===== src/rtl/hdlc_tx_pkg.sv =====
package hdlc_tx_pkg;

    localparam int BYTE_W = 8;
    localparam int FCS_W  = 16;
    localparam int CNT_W  = $clog2(FCS_W);
    localparam int RUN_W  = 3;

    localparam logic [BYTE_W-1:0] FLAG_BYTE = 8'h7E;

    typedef enum logic [2:0] {
        S_OFF,
        S_IDLE,
        S_OPEN,
        S_DATA,
        S_FCS,
        S_CLOSE,
        S_ABORT
    } tx_state_e;

    typedef struct packed {
        tx_state_e         state;
        logic [CNT_W-1:0]  cnt;
        logic [RUN_W-1:0]  ones;
        logic [BYTE_W-1:0] shreg;
        logic              last;
        logic              txd;
    } seq_regs_t;

endpackage


===== src/rtl/hdlc_tx_fcs.sv =====
module hdlc_tx_fcs #(
    parameter int               W    = 16,
    parameter logic [W-1:0]     POLY = 16'h8408,
    parameter logic [W-1:0]     INIT = 16'hFFFF
) (
    input  logic         clk,
    input  logic         rst_n,
    input  logic         init,
    input  logic         en,
    input  logic         din,
    output logic [W-1:0] crc_q
);

    logic [W-1:0] crc_d;
    logic         fb;

    always_comb begin
        fb    = crc_q[0] ^ din;
        crc_d = crc_q;
        if (init) begin
            crc_d = INIT;
        end else if (en) begin
            crc_d = (crc_q >> 1) ^ (fb ? POLY : '0);
        end
    end

    always_ff @(posedge clk or negedge rst_n) begin
        if (!rst_n) crc_q <= INIT;
        else        crc_q <= crc_d;
    end


    fcs_preset_chk: assert property (@(posedge clk) disable iff (!rst_n)
        init |=> (crc_q == INIT));

endmodule


===== src/rtl/hdlc_tx_seq.sv =====
module hdlc_tx_seq
    import hdlc_tx_pkg::*;
#(
    parameter int STUFF_RUN = 5
) (
    input  logic              clk,
    input  logic              rst_n,
    input  logic              cmd_reset,
    input  logic              cmd_enable,
    input  logic              cmd_abort,
    input  logic              idle_sel,
    input  logic [BYTE_W-1:0] idle_pat,
    input  logic              in_valid,
    input  logic [BYTE_W-1:0] in_data,
    input  logic              in_last,
    output logic              in_ready,
    input  logic [FCS_W-1:0]  crc_val,
    output logic              crc_init,
    output logic              crc_en,
    output logic              crc_bit,
    output logic              tx_ready,
    output logic              txd
);

    localparam logic [CNT_W-1:0] BYTE_END = CNT_W'(BYTE_W - 1);
    localparam logic [CNT_W-1:0] FCS_END  = CNT_W'(FCS_W - 1);
    localparam logic [RUN_W-1:0] RUN_MAX  = RUN_W'(STUFF_RUN);

    localparam seq_regs_t REGS_RST = '{
        state: S_OFF, cnt: '0, ones: '0, shreg: '0, last: 1'b0, txd: 1'b1
    };

    seq_regs_t q, d;
    logic      stuff_now;
    logic      byte_end;
    logic      cur_bit;
    logic      frame_busy;

    assign tx_ready = (q.state != S_OFF);
    assign txd      = q.txd;

    always_comb begin
        d          = q;
        in_ready   = 1'b0;
        crc_init   = 1'b0;
        crc_en     = 1'b0;
        crc_bit    = 1'b0;
        cur_bit    = 1'b0;
        byte_end   = (q.cnt[2:0] == BYTE_END[2:0]);
        stuff_now  = (q.state inside {S_DATA, S_FCS, S_CLOSE}) && (q.ones == RUN_MAX);
        frame_busy = (q.state inside {S_OPEN, S_DATA, S_FCS, S_CLOSE});

        unique case (q.state)
            S_OFF: begin
                d.txd = 1'b1;
                if (cmd_enable) begin
                    d.state = S_IDLE;
                    d.cnt   = '0;
                end
            end
            S_IDLE: begin
                d.txd  = idle_sel ? idle_pat[q.cnt[2:0]] : 1'b1;
                d.cnt  = {1'b0, q.cnt[2:0] + 3'd1};
                d.ones = '0;
                if (byte_end && in_valid) begin
                    d.state = S_OPEN;
                    d.cnt   = '0;
                end
            end
            S_OPEN: begin
                d.txd    = FLAG_BYTE[q.cnt[2:0]];
                d.ones   = '0;
                d.cnt    = q.cnt + CNT_W'(1);
                crc_init = 1'b1;
                if (byte_end) begin
                    d.cnt = '0;
                    if (in_valid) begin
                        in_ready = 1'b1;
                        d.shreg  = in_data;
                        d.last   = in_last;
                        d.state  = S_DATA;
                    end else begin
                        d.state = S_IDLE;
                    end
                end
            end
            S_DATA: begin
                if (stuff_now) begin
                    d.txd  = 1'b0;
                    d.ones = '0;
                end else begin
                    cur_bit = q.shreg[q.cnt[2:0]];
                    d.txd   = cur_bit;
                    crc_en  = 1'b1;
                    crc_bit = cur_bit;
                    d.ones  = cur_bit ? q.ones + RUN_W'(1) : '0;
                    d.cnt   = q.cnt + CNT_W'(1);
                    if (byte_end) begin
                        d.cnt = '0;
                        if (q.last) begin
                            d.state = S_FCS;
                        end else if (in_valid) begin
                            in_ready = 1'b1;
                            d.shreg  = in_data;
                            d.last   = in_last;
                        end else begin
                            d.state = S_ABORT;
                        end
                    end
                end
            end
            S_FCS: begin
                if (stuff_now) begin
                    d.txd  = 1'b0;
                    d.ones = '0;
                end else begin
                    cur_bit = ~crc_val[q.cnt];
                    d.txd   = cur_bit;
                    d.ones  = cur_bit ? q.ones + RUN_W'(1) : '0;
                    d.cnt   = q.cnt + CNT_W'(1);
                    if (q.cnt == FCS_END) begin
                        d.cnt   = '0;
                        d.state = S_CLOSE;
                    end
                end
            end
            S_CLOSE: begin
                if (stuff_now) begin
                    d.txd  = 1'b0;
                    d.ones = '0;
                end else begin
                    d.txd  = FLAG_BYTE[q.cnt[2:0]];
                    d.ones = '0;
                    d.cnt  = q.cnt + CNT_W'(1);
                    if (byte_end) begin
                        d.cnt   = '0;
                        d.state = in_valid ? S_OPEN : S_IDLE;
                    end
                end
            end
            S_ABORT: begin
                d.txd  = 1'b1;
                d.ones = '0;
                d.cnt  = q.cnt + CNT_W'(1);
                if (byte_end) begin
                    d.cnt   = '0;
                    d.state = S_IDLE;
                end
            end
            default: d = REGS_RST;
        endcase

        if (cmd_abort && (frame_busy || q.state == S_IDLE)) begin
            d.state  = S_ABORT;
            d.txd    = 1'b1;
            d.cnt    = CNT_W'(1);
            d.ones   = '0;
            in_ready = 1'b0;
            crc_en   = 1'b0;
        end

        if (cmd_reset) begin
            d        = REGS_RST;
            in_ready = 1'b0;
            crc_en   = 1'b0;
        end
    end

    always_ff @(posedge clk or negedge rst_n) begin
        if (!rst_n) q <= REGS_RST;
        else        q <= d;
    end


    off_line_high_chk: assert property (@(posedge clk) disable iff (!rst_n)
        cmd_reset |=> (txd && !tx_ready));


    enable_to_idle_chk: assert property (@(posedge clk) disable iff (!rst_n)
        (q.state == S_OFF && cmd_enable && !cmd_reset) |=> tx_ready);


    ready_state_chk: assert property (@(posedge clk) disable iff (!rst_n)
        in_ready |-> (in_valid && (q.state inside {S_OPEN, S_DATA})));


    stuff_zero_chk: assert property (@(posedge clk) disable iff (!rst_n)
        (q.state inside {S_DATA, S_FCS} && q.ones == RUN_MAX && !cmd_abort && !cmd_reset)
        |=> !txd);


    run_bound_chk: assert property (@(posedge clk) disable iff (!rst_n)
        q.ones <= RUN_MAX);


    abort_enter_chk: assert property (@(posedge clk) disable iff (!rst_n)
        (cmd_abort && !cmd_reset && frame_busy) |=> (q.state == S_ABORT && txd));

endmodule


===== src/rtl/hdlc_tx_framer.sv =====
module hdlc_tx_framer
    import hdlc_tx_pkg::*;
#(
    parameter int          STUFF_RUN = 5,
    parameter logic [15:0] FCS_POLY  = 16'h8408,
    parameter logic [15:0] FCS_INIT  = 16'hFFFF
) (
    input  logic       clk,
    input  logic       rst_n,
    input  logic       cmd_reset,
    input  logic       cmd_enable,
    input  logic       cmd_abort,
    input  logic       idle_sel,
    input  logic [7:0] idle_pat,
    input  logic       in_valid,
    input  logic [7:0] in_data,
    input  logic       in_last,
    output logic       in_ready,
    output logic       tx_ready,
    output logic       txd
);

    logic [FCS_W-1:0] crc_val;
    logic             crc_init;
    logic             crc_en;
    logic             crc_bit;

    hdlc_tx_seq #(.STUFF_RUN(STUFF_RUN)) seq_i (
        .clk        (clk),
        .rst_n      (rst_n),
        .cmd_reset  (cmd_reset),
        .cmd_enable (cmd_enable),
        .cmd_abort  (cmd_abort),
        .idle_sel   (idle_sel),
        .idle_pat   (idle_pat),
        .in_valid   (in_valid),
        .in_data    (in_data),
        .in_last    (in_last),
        .in_ready   (in_ready),
        .crc_val    (crc_val),
        .crc_init   (crc_init),
        .crc_en     (crc_en),
        .crc_bit    (crc_bit),
        .tx_ready   (tx_ready),
        .txd        (txd)
    );

    hdlc_tx_fcs #(.W(FCS_W), .POLY(FCS_POLY), .INIT(FCS_INIT)) fcs_i (
        .clk   (clk),
        .rst_n (rst_n),
        .init  (crc_init),
        .en    (crc_en),
        .din   (crc_bit),
        .crc_q (crc_val)
    );

endmodule


===== config.mk =====
export PLATFORM = sky130hd
export DESIGN_NAME = hdlc_tx_framer
export DESIGN_NICKNAME = d
export VERILOG_FILES = /design/src/rtl/hdlc_tx_pkg.sv /design/src/rtl/hdlc_tx_fcs.sv /design/src/rtl/hdlc_tx_seq.sv /design/src/rtl/hdlc_tx_framer.sv
export SDC_FILE = /design/constraint.sdc
export NUM_CORES = 1
export LEC_CHECK = 0
export ABC_AREA = 1
export ABC_CLOCK_PERIOD_IN_PS = 2000
export CORE_MARGIN = 2
export CORE_UTILIZATION = 45
export CTS_CLUSTER_DIAMETER = 120
export DETAILED_ROUTE_END_ITERATION = 10
export DONT_BUFFER_PORTS = 1
export GPL_TIMING_DRIVEN = 0
export PLACE_DENSITY = 0.64
export SLEW_MARGIN = 40
export SYNTH_ARGS = -nofsm -noshare
export SYNTH_HDL_FRONTEND = slang
export SYNTH_SLANG_ARGS = --single-unit

===== constraint.sdc =====
create_clock -name clk -period 2 [get_ports clk]
set_clock_uncertainty 0.05 [all_clocks]
set_input_delay 0.6 -clock clk [delete_from_list [all_inputs] [get_ports clk]]
set_output_delay 0.6 -clock clk [all_outputs]
set_load 0.05 [all_outputs]

==> results.md, run 1 <==
Run status:
- The flow ran to the end, but the final reports show violations.
- The checks that failed: setup timing.

Die:
- The count of pins on the block boundary is 27.
- The total core area is 5140 µm².
- The effective utilization at floorplan is 46.9%.
- The full die area is 5950 µm².
- The y dimension of the die is 77.2 µm.
- In this run the horizontal extent of the chip is 77.2 µm.
- Row generation in the floorplan step produced 26 rows.

Worst setup path:
- The required arrival time at the worst endpoint is 1.35 ns.
- The worst setup path is captured at an output pin.
- The critical path class is reg2out.
- For the worst setup path, the data arrival time is 1.72 ns.
- In this run the register-to-register setup slack is -0.13 ns.
- The startpoint type of the worst setup path is a flop.
- The largest fanout of any net on the critical path is 6.

Synth:
- The xor/xnor share of the synthesized area is 0.364%.
- The per-instance average area after synthesis is 7.41 µm².
- Synthesis instantiated 35 different standard cells from the library.
- The synthesis-stage register bit count is 36.
- The synthesized instance count is 325.
- In the synthesized netlist, mux cells make up 0% of the area.
- Synthesis produced a netlist with a net count of 354.
- By area, the combinational part of the netlist is dominated by simple AND/OR/NAND/NOR gates.
- The simple-gate portion of the synthesized area is 30.7%.
- The adder-cell share of the synthesized area is 2.60%.
- The Yosys step of the flow raised 0 warnings.
- The compound-cell area share of the yosys netlist is 18.4%.
- The area of the mapped netlist is 2410 µm².
- Summing the sequential cell areas from Yosys gives 38.3% of the chip area.

Timing:
- At the pin with the least slew margin, the transition time is 0.482 ns.
- Dividing the final minimum period by the clock period gives 118%.
- The headroom to the max-slew limit is 67.8%.
- The setup slack after layout is -0.368 ns.
- The number of endpoints with negative hold slack in the final report is 0.
- The final-report setup violation count is 11.
- In the final timing run, aggregate negative setup slack is -1.26 ns.
- Setup repair after global routing could not meet its margin everywhere.
- The highest clock frequency the design can meet is 0.422 GHz.
- The final count of pins violating max slew came to 0.
- Subtracting the final worst setup slack from the clock period gives 2.37 ns.

GRT:
- The total overflow reported by the global router is 0.
- The initial antenna violation count came to 0.
- The maximum number of pins on one net before global-route repair is 20.
- The number of global-route vias before repair came to 2,199.
- For this run, the total global-route usage over all layers was measured as 21.9%.
- The first-pass GRT wire length is 10,400 µm.

Clock network:
- The longest clock path from root to sink contains 2 buffers.
- The clock network latency to the later pin of the worst-skew pair is 0.29 ns.
- The clock root buffer is sky130_fd_sc_hd__clkbuf_8.
- The total CTS buffers is 5.
- The CTS tree is built.
- The number of H-tree levels is 2.
- The clock sink total is 36.
- The clock-pin slew on the worst setup and hold paths is 0.08 ns.

Power:
- The power density of the placed cells is 1010 nW/µm².
- The analysis attributes to cell leakage a power of 1.42 nW.
- The share of total power in combinational logic is 48.4%.
- The switching component of the power is 1.31 mW.
- VDD sags by at most 508 µV.
- Per report_power, the sequential group accounts for 33.0% of the total.
- The cell-internal power is 1.68 mW.
- The share of total power dissipated in the clock network is 18.6%.
- The proportion of total power due to net switching is 43.9%.

Place:
- The area of placed instances is 2520 µm².
- In this run the tool buffered the top-level ports with 0 buffer cells.
- The congestion estimate from routability-driven global placement came to 0.879.
- The wire-length estimate of the detail-placed layout is 4140 µm.
- The minimum setup slack after placement is -0.178 ns.

Final layout:
- From synthesis to final layout, the design area changed by 22.5%.
- The number of antenna diodes is 0.
- The share of cells above drive strength 1 is 31.9%.
- The filler cell count is 509.
- The number of nets in the layout is 389.
- The finished cells cover 2950 µm².

Routing:
- Dividing the detail-routed wire length by the instance count gives 14.9 µm.
- The final route contains 2,372 vias.
- The via count normalized by instance count is 5.50.
- Wires add up to 6430 µm.
- In this run the remaining antenna-violating nets after routing total 0.
- In this run, the number of DRC markers left after iteration 0 of detailed routing was 160.
- The first detailed-routing pass ran for 5 iterations.
- In the routed design, unresolved DRC markers number 0.

Min path:
- The tightest min-delay check is of the in2async type.

Flow run:
- The tool flagged a number of max-cap violations equal to 0.
repair_timing:
action,in CTS,in global routing
buffers inserted,15,12
hold endpoints to repair,19,0
setup endpoints to repair,9,24
pin swaps,9,11
resized for setup,24,22
hold buffers,1,0
cells in the final DEF, fill, tap and decap left out, types with 6 or more instances in the layout:
cell | synthesis | final
sky130_fd_sc_hd__nand2_1 | 87 | 82
sky130_fd_sc_hd__inv_1 | 38 | 35
sky130_fd_sc_hd__nand3_1 | 33 | 32
sky130_fd_sc_hd__buf_4 | 2 | 27
sky130_fd_sc_hd__a21oi_1 | 18 | 18
sky130_fd_sc_hd__o21ai_0 | 18 | 17
sky130_fd_sc_hd__dfstp_2 | 17 | 17
sky130_fd_sc_hd__dfrtp_1 | 19 | 17
sky130_fd_sc_hd__nor2_1 | 19 | 14
sky130_fd_sc_hd__o21ai_1 | 10 | 10
sky130_fd_sc_hd__a22oi_2 | 9 | 9
sky130_fd_sc_hd__nand2_4 | 4 | 8
sky130_fd_sc_hd__nand2_2 | 6 | 7
sky130_fd_sc_hd__clkbuf_8 | 0 | 6
stage by stage:
step                total power [mW]  std cells  utilization, %  hold WS [ns]
floorplan                       1.84        325               -         0.254
global placement                2.06        395            49.0         0.256
detailed placement              2.07        395            49.0         0.256
CTS                             2.84        419            54.9        0.0835
global route                    3.18        431            57.4        0.0704
finish                          2.99        431            57.4        0.0875
registers in the layout, summed over array words and instances (netlist names):
name,cells
seq_i.txd,1
seq_i.q,19
fcs_i.crc_q,16
cells in the mapped netlist, drive strengths merged:
cell type | number | area, µm²
or2 | 1 | 6.26
dfrtp | 19 | 475
o221ai | 1 | 8.76
nor3 | 3 | 15.0
nor2 | 22 | 109
a21oi | 19 | 98.9
nand3 | 34 | 175
clkbuf | 4 | 15.0
a31oi | 1 | 6.26
inv | 43 | 161
nand2 | 97 | 409
o211ai | 4 | 30.0
clkinv | 2 | 7.51
ha | 5 | 62.6
o21a | 1 | 7.51
a22oi | 11 | 128
nand4 | 4 | 25.0
buf | 6 | 47.5
a32oi | 1 | 8.76
o21ai | 29 | 156
xnor2 | 1 | 8.76
dfstp | 17 | 447
kinds of logic (layout without fill, tap and decap cells):
group	Yosys count	after routing
XOR/XNOR	1	1
AO/OA/AOI/OAI	67	67
buffers and inverters	55	91
flip-flops	36	36
adder cells (fa/ha/maj)	5	5
AND/OR/NAND/NOR	161	161
worst max-delay path: stages (launching register included):
cell	delay (ns)
sky130_fd_sc_hd__dfrtp_2	0.47
sky130_fd_sc_hd__buf_4	0.15
sky130_fd_sc_hd__buf_6	0.12
sky130_fd_sc_hd__nand2_2	0.10
sky130_fd_sc_hd__nand2_4	0.07
sky130_fd_sc_hd__o21ai_4	0.18
sky130_fd_sc_hd__nand2_4	0.08
sky130_fd_sc_hd__nor2_4	0.27
path summary, 6_finish.rpt:
kind | startpoint | end | depth (start not counted)
max reg2reg | seq_i.q[17] | seq_i.q[8] | 12
max in group asynchronous | rst_n | seq_i.q[18] | 1
min reg2reg | seq_i.q[9] | seq_i.q[9] | 2
max | seq_i.q[17] | in_ready | 7
min | rst_n | fcs_i.crc_q[13] | 0
min in group clk | in_data[3] | seq_i.q[5] | 2
layout make-up:
| class | instances | area [µm²] | share of cell area [%] |
|---|---|---|---|
| Multi-Input combinational cell | 234 | 1360 | 46.2 |
| Sequential cell | 36 | 925 | 31.3 |
| Timing Repair Buffer | 28 | 211 | 7.17 |
| Inverter | 45 | 191 | 6.49 |
| Tap cell | 70 | 87.6 | 2.97 |
| Clock buffer | 7 | 86.3 | 2.93 |
| Buffer | 10 | 77.6 | 2.63 |
| Clock inverter | 1 | 7.51 | 0.254 |
per-layer routing:
| metal | GRT usage [%] | vias to the layer above | wire, µm | share of wire, % |
|---|---|---|---|---|
| met5 | 0 | - | 0 | 0 |
| met4 | 7.68 | 0 | 149 | 2.3 |
| met3 | 4.94 | 18 | 384 | 6.0 |
| met2 | 35.7 | 99 | 3180 | 49 |
| met1 | 28.5 | 1118 | 2720 | 42 |
| li1 | - | 1137 | - | - |
power groups by stage:
stage	registers, mW	logic, mW	clock network, mW
4_1_cts	0.981	1.29	0.567
2_1_floorplan	0.965	0.874	0
3_3_place_gp	0.981	1.08	0
5_1_grt	1.00	1.58	0.601
3_5_place_dp	0.984	1.08	0
6_report	0.988	1.45	0.555
Note: power is estimated with default switching activity, not from simulation.
==> run 2, diff against run 1 <==
Settings changed: SLEW_MARGIN 40 to default.
==> run 2 against run 1 <==
Critical path type unchanged. Largest power group unchanged. Highest routed layer unchanged. Sequential power about the same. The run still ends with setup timing left. Register-to-register slack about the same. Maximum frequency about the same. Utilization increased by 0.097 points. Final cell count unchanged. Critical path depth unchanged. Routed wire length about the same. Global-route usage unchanged.
==> results.md, run 2 (synthesized netlist as in run 1, its figures left out) <==
Place:
- The placed wire-length estimate is 4140 µm (unchanged).
- The final weighted congestion in routability-driven placement is 0.879 (unchanged).
- The number of buffers added on ports came to 0 (unchanged).
- The area of placed instances is 2520 µm² (unchanged).

Die:
- The die boundary width is 77.2 µm (unchanged).
- The full die area was 5950 µm² (unchanged).
- The y dimension of the die was 77.2 µm (unchanged).
- The cell row count is 26 (unchanged).
- The count of pins on the block boundary is 27 (unchanged).
- The total core area is 5140 µm² (unchanged).
- The effective utilization at floorplan is 46.9% (unchanged).

Flow run:
- The number of maximum-capacitance violations is 0 (unchanged).

Worst setup path:
- In this run the worst setup path begins at seq_i.q[17].
- The worst setup path is captured at an output pin.
- The startpoint identified for the worst register-to-register timing path is seq_i.q[17].
- The signal arrival time at the worst endpoint came to 1.72 ns (about the same).
- The required arrival time at the worst endpoint is 1.35 ns (about the same).
- The critical path class is reg2out.
- The largest fanout of any net on the critical path came to 6 (unchanged).
- The startpoint type of the worst setup path is a flop.

Timing:
- The final count of pins violating max slew is 0 (unchanged).
- The post-layout minimum cycle time was 2.37 ns (-0.00166 ns).
- The highest clock frequency the design can meet was 0.423 GHz (about the same).
- The aggregate negative setup slack is -1.27 ns (-0.00268 ns).
- The final-report setup violation count came to 14 (+3).
- The headroom to the max-slew limit came to 34.8% (-33 points).
- The number of endpoints with negative hold slack in the final report is 0 (unchanged).
- Setup repair after global routing could not meet its margin everywhere.
- The setup slack after layout is -0.367 ns (+0.00166 ns).
- The worst hold-check slack is 0.0886 ns (+0.00116 ns).
- The transition at the pin with the smallest max-transition slack is 0.975 ns (+0.493 ns).
- The period utilization is 118% (about the same).

Power:
- The maximum ir drop on the vdd rail is 509 µV (+0.14%).
- The total power consumption of the routed design is 2.99 mW (about the same).
- The power density of the placed cells is 1010 nW/µm² (-0.15%).
- The total leakage power is 1.42 nW (about the same).

Clock network:
- The buffer depth of the longest clock path is 2 (unchanged).
- The number of H-tree levels is 2 (unchanged).
- The total CTS buffers is 5 (unchanged).
- The clock sink total is 36 (unchanged).
- CTS placed an instance of sky130_fd_sc_hd__clkbuf_8 at the clock tree root.
- The clock-pin slew on the worst setup and hold paths is 0.08 ns (about the same).
- TritonCTS built the clock tree.
- The clock network latency to the later pin of the worst-skew pair is 0.29 ns (about the same).

Routing:
- The iteration count of the initial detailed-routing pass is 5 (unchanged).
- The post-detailed-routing wire length is 6430 µm (about the same).
- The via total after detailed routing is 2,372 (unchanged).
- The DRC violations left is 0 (unchanged).
- The violation count after the first detailed-routing iteration is 164 (+2.5%).
- The residual antenna-violating net count after detailed routing was 0 (unchanged).
- The average wire length per cell after detail routing is 14.9 µm (about the same).
- The via count normalized by instance count came to 5.50 (unchanged).

GRT:
- The first-pass GRT wire length is 10,400 µm (unchanged).
- The number of global-route vias before repair was 2,199 (unchanged).
- The initial antenna violation count is 0 (unchanged).
- The total overflow reported by the global router is 0 (unchanged).
- The maximum number of pins on one net before global-route repair came to 20 (unchanged).
- The combined global-route utilization of all metal layers was 21.9% (unchanged).

Final layout:
- The register cell area after layout is 925 µm² (unchanged).
- The number of antenna diodes is 0 (unchanged).
- The combined area of the multi-input logic cells is 1360 µm² (unchanged).
- The flip-flop count of the largest register, all copies and words added is 19 (unchanged).
- The library cell used most frequently in the layout, excluding fill and tap cells, is sky130_fd_sc_hd__nand2_1.
- The total non-filler cell area in the finished layout is 2960 µm² (+0.17%).
- The share of cells above drive strength 1 is 31.6% (-0.28 points).
- Relative to the synthesized area, the layout overhead comes to 22.7%.
- The filler cell count was 509 (unchanged).
- The core utilization of the finished layout is 57.5% (+0.097 points).
- The number of nets in the layout is 389 (unchanged).
- seq_i.q holds more flip-flops than any other register.
- Leaving out fill and tap cells, the most frequent cells in the layout are 82 x sky130_fd_sc_hd__nand2_1, 35 x sky130_fd_sc_hd__inv_1, 32 x sky130_fd_sc_hd__nand3_1, 27 x sky130_fd_sc_hd__buf_4, 18 x sky130_fd_sc_hd__a21oi_1.

Run status:
- The final reports fail on setup timing.
- The flow ran to the end, but the final reports show violations.

Min path:
- In this run the worst hold path is classified as in2async.
-- run 2: worst max-delay path, cell delays in order, from the launching register on --
cell and delay [ns]:
sky130_fd_sc_hd__dfrtp_2 0.47, sky130_fd_sc_hd__buf_4 0.15, sky130_fd_sc_hd__buf_6 0.12, sky130_fd_sc_hd__nand2_2 0.10, sky130_fd_sc_hd__nand2_4 0.07, sky130_fd_sc_hd__o21ai_4 0.18
sky130_fd_sc_hd__nand2_4 0.08, sky130_fd_sc_hd__nor2_4 0.27
-- run 2: final cells by class --
class	count	area share, %
Tap cell	70	2.96
Sequential cell	36	31.3
Buffer	10	2.62
Multi-Input combinational cell	234	46.1
Clock buffer	7	2.92
Clock inverter	1	0.254
Timing Repair Buffer	28	7.32
Inverter	45	6.48
-- run 2: metrics by stage --
stage | std cells | worst slack (ns)
5_1_grt | 431 | -0.429
4_1_cts | 419 | -0.293
3_3_place_gp | 395 | -0.177
3_5_place_dp | 395 | -0.178
2_1_floorplan | 325 | 0.00548
6_report | 431 | -0.367
-- run 2: power by group --
part	internal [mW]	switching (mW)	leakage [nW]
Clock	0.280	0.275	0.0445
Combinational	0.522	0.926	0.934
Sequential	0.875	0.113	0.438
Total	1.68	1.31	1.42
-- run 2: final timing paths --
kind,cells past startpoint,slack (ns),end
setup / recovery,7,-0.37,in_ready
hold / removal,0,0.09,fcs_i.crc_q[13]
setup reg to reg,12,-0.12,seq_i.q[8]
hold reg to reg,2,0.44,seq_i.q[9]
max in group asynchronous,1,0.38,seq_i.q[18]
min in group clk,2,0.40,seq_i.q[5]
-- run 2: what timing repair did --
item                                    CTS  global route
setup buffers                            15            12
endpoints found under the setup margin    9            24
pin swaps                                 9            11
gates resized for setup                  24            22
hold buffers                              1             0
endpoints found under the hold margin    19             0
-- run 2: routing by layer --
| metal | GRT usage [%] | routed length (µm) |
|---|---|---|
| met5 | 0 | 0 |
| met1 | 28.5 | 2700 |
| met4 | 7.68 | 109 |
| met2 | 35.7 | 3190 |
| met3 | 4.94 | 435 |
==> run 3, diff against run 2 <==
Settings changed: GPL_ROUTABILITY_DRIVEN from default to 1.
==> results of run 3 <==
Final layout, timing and power as in run 2 (identical DEF).
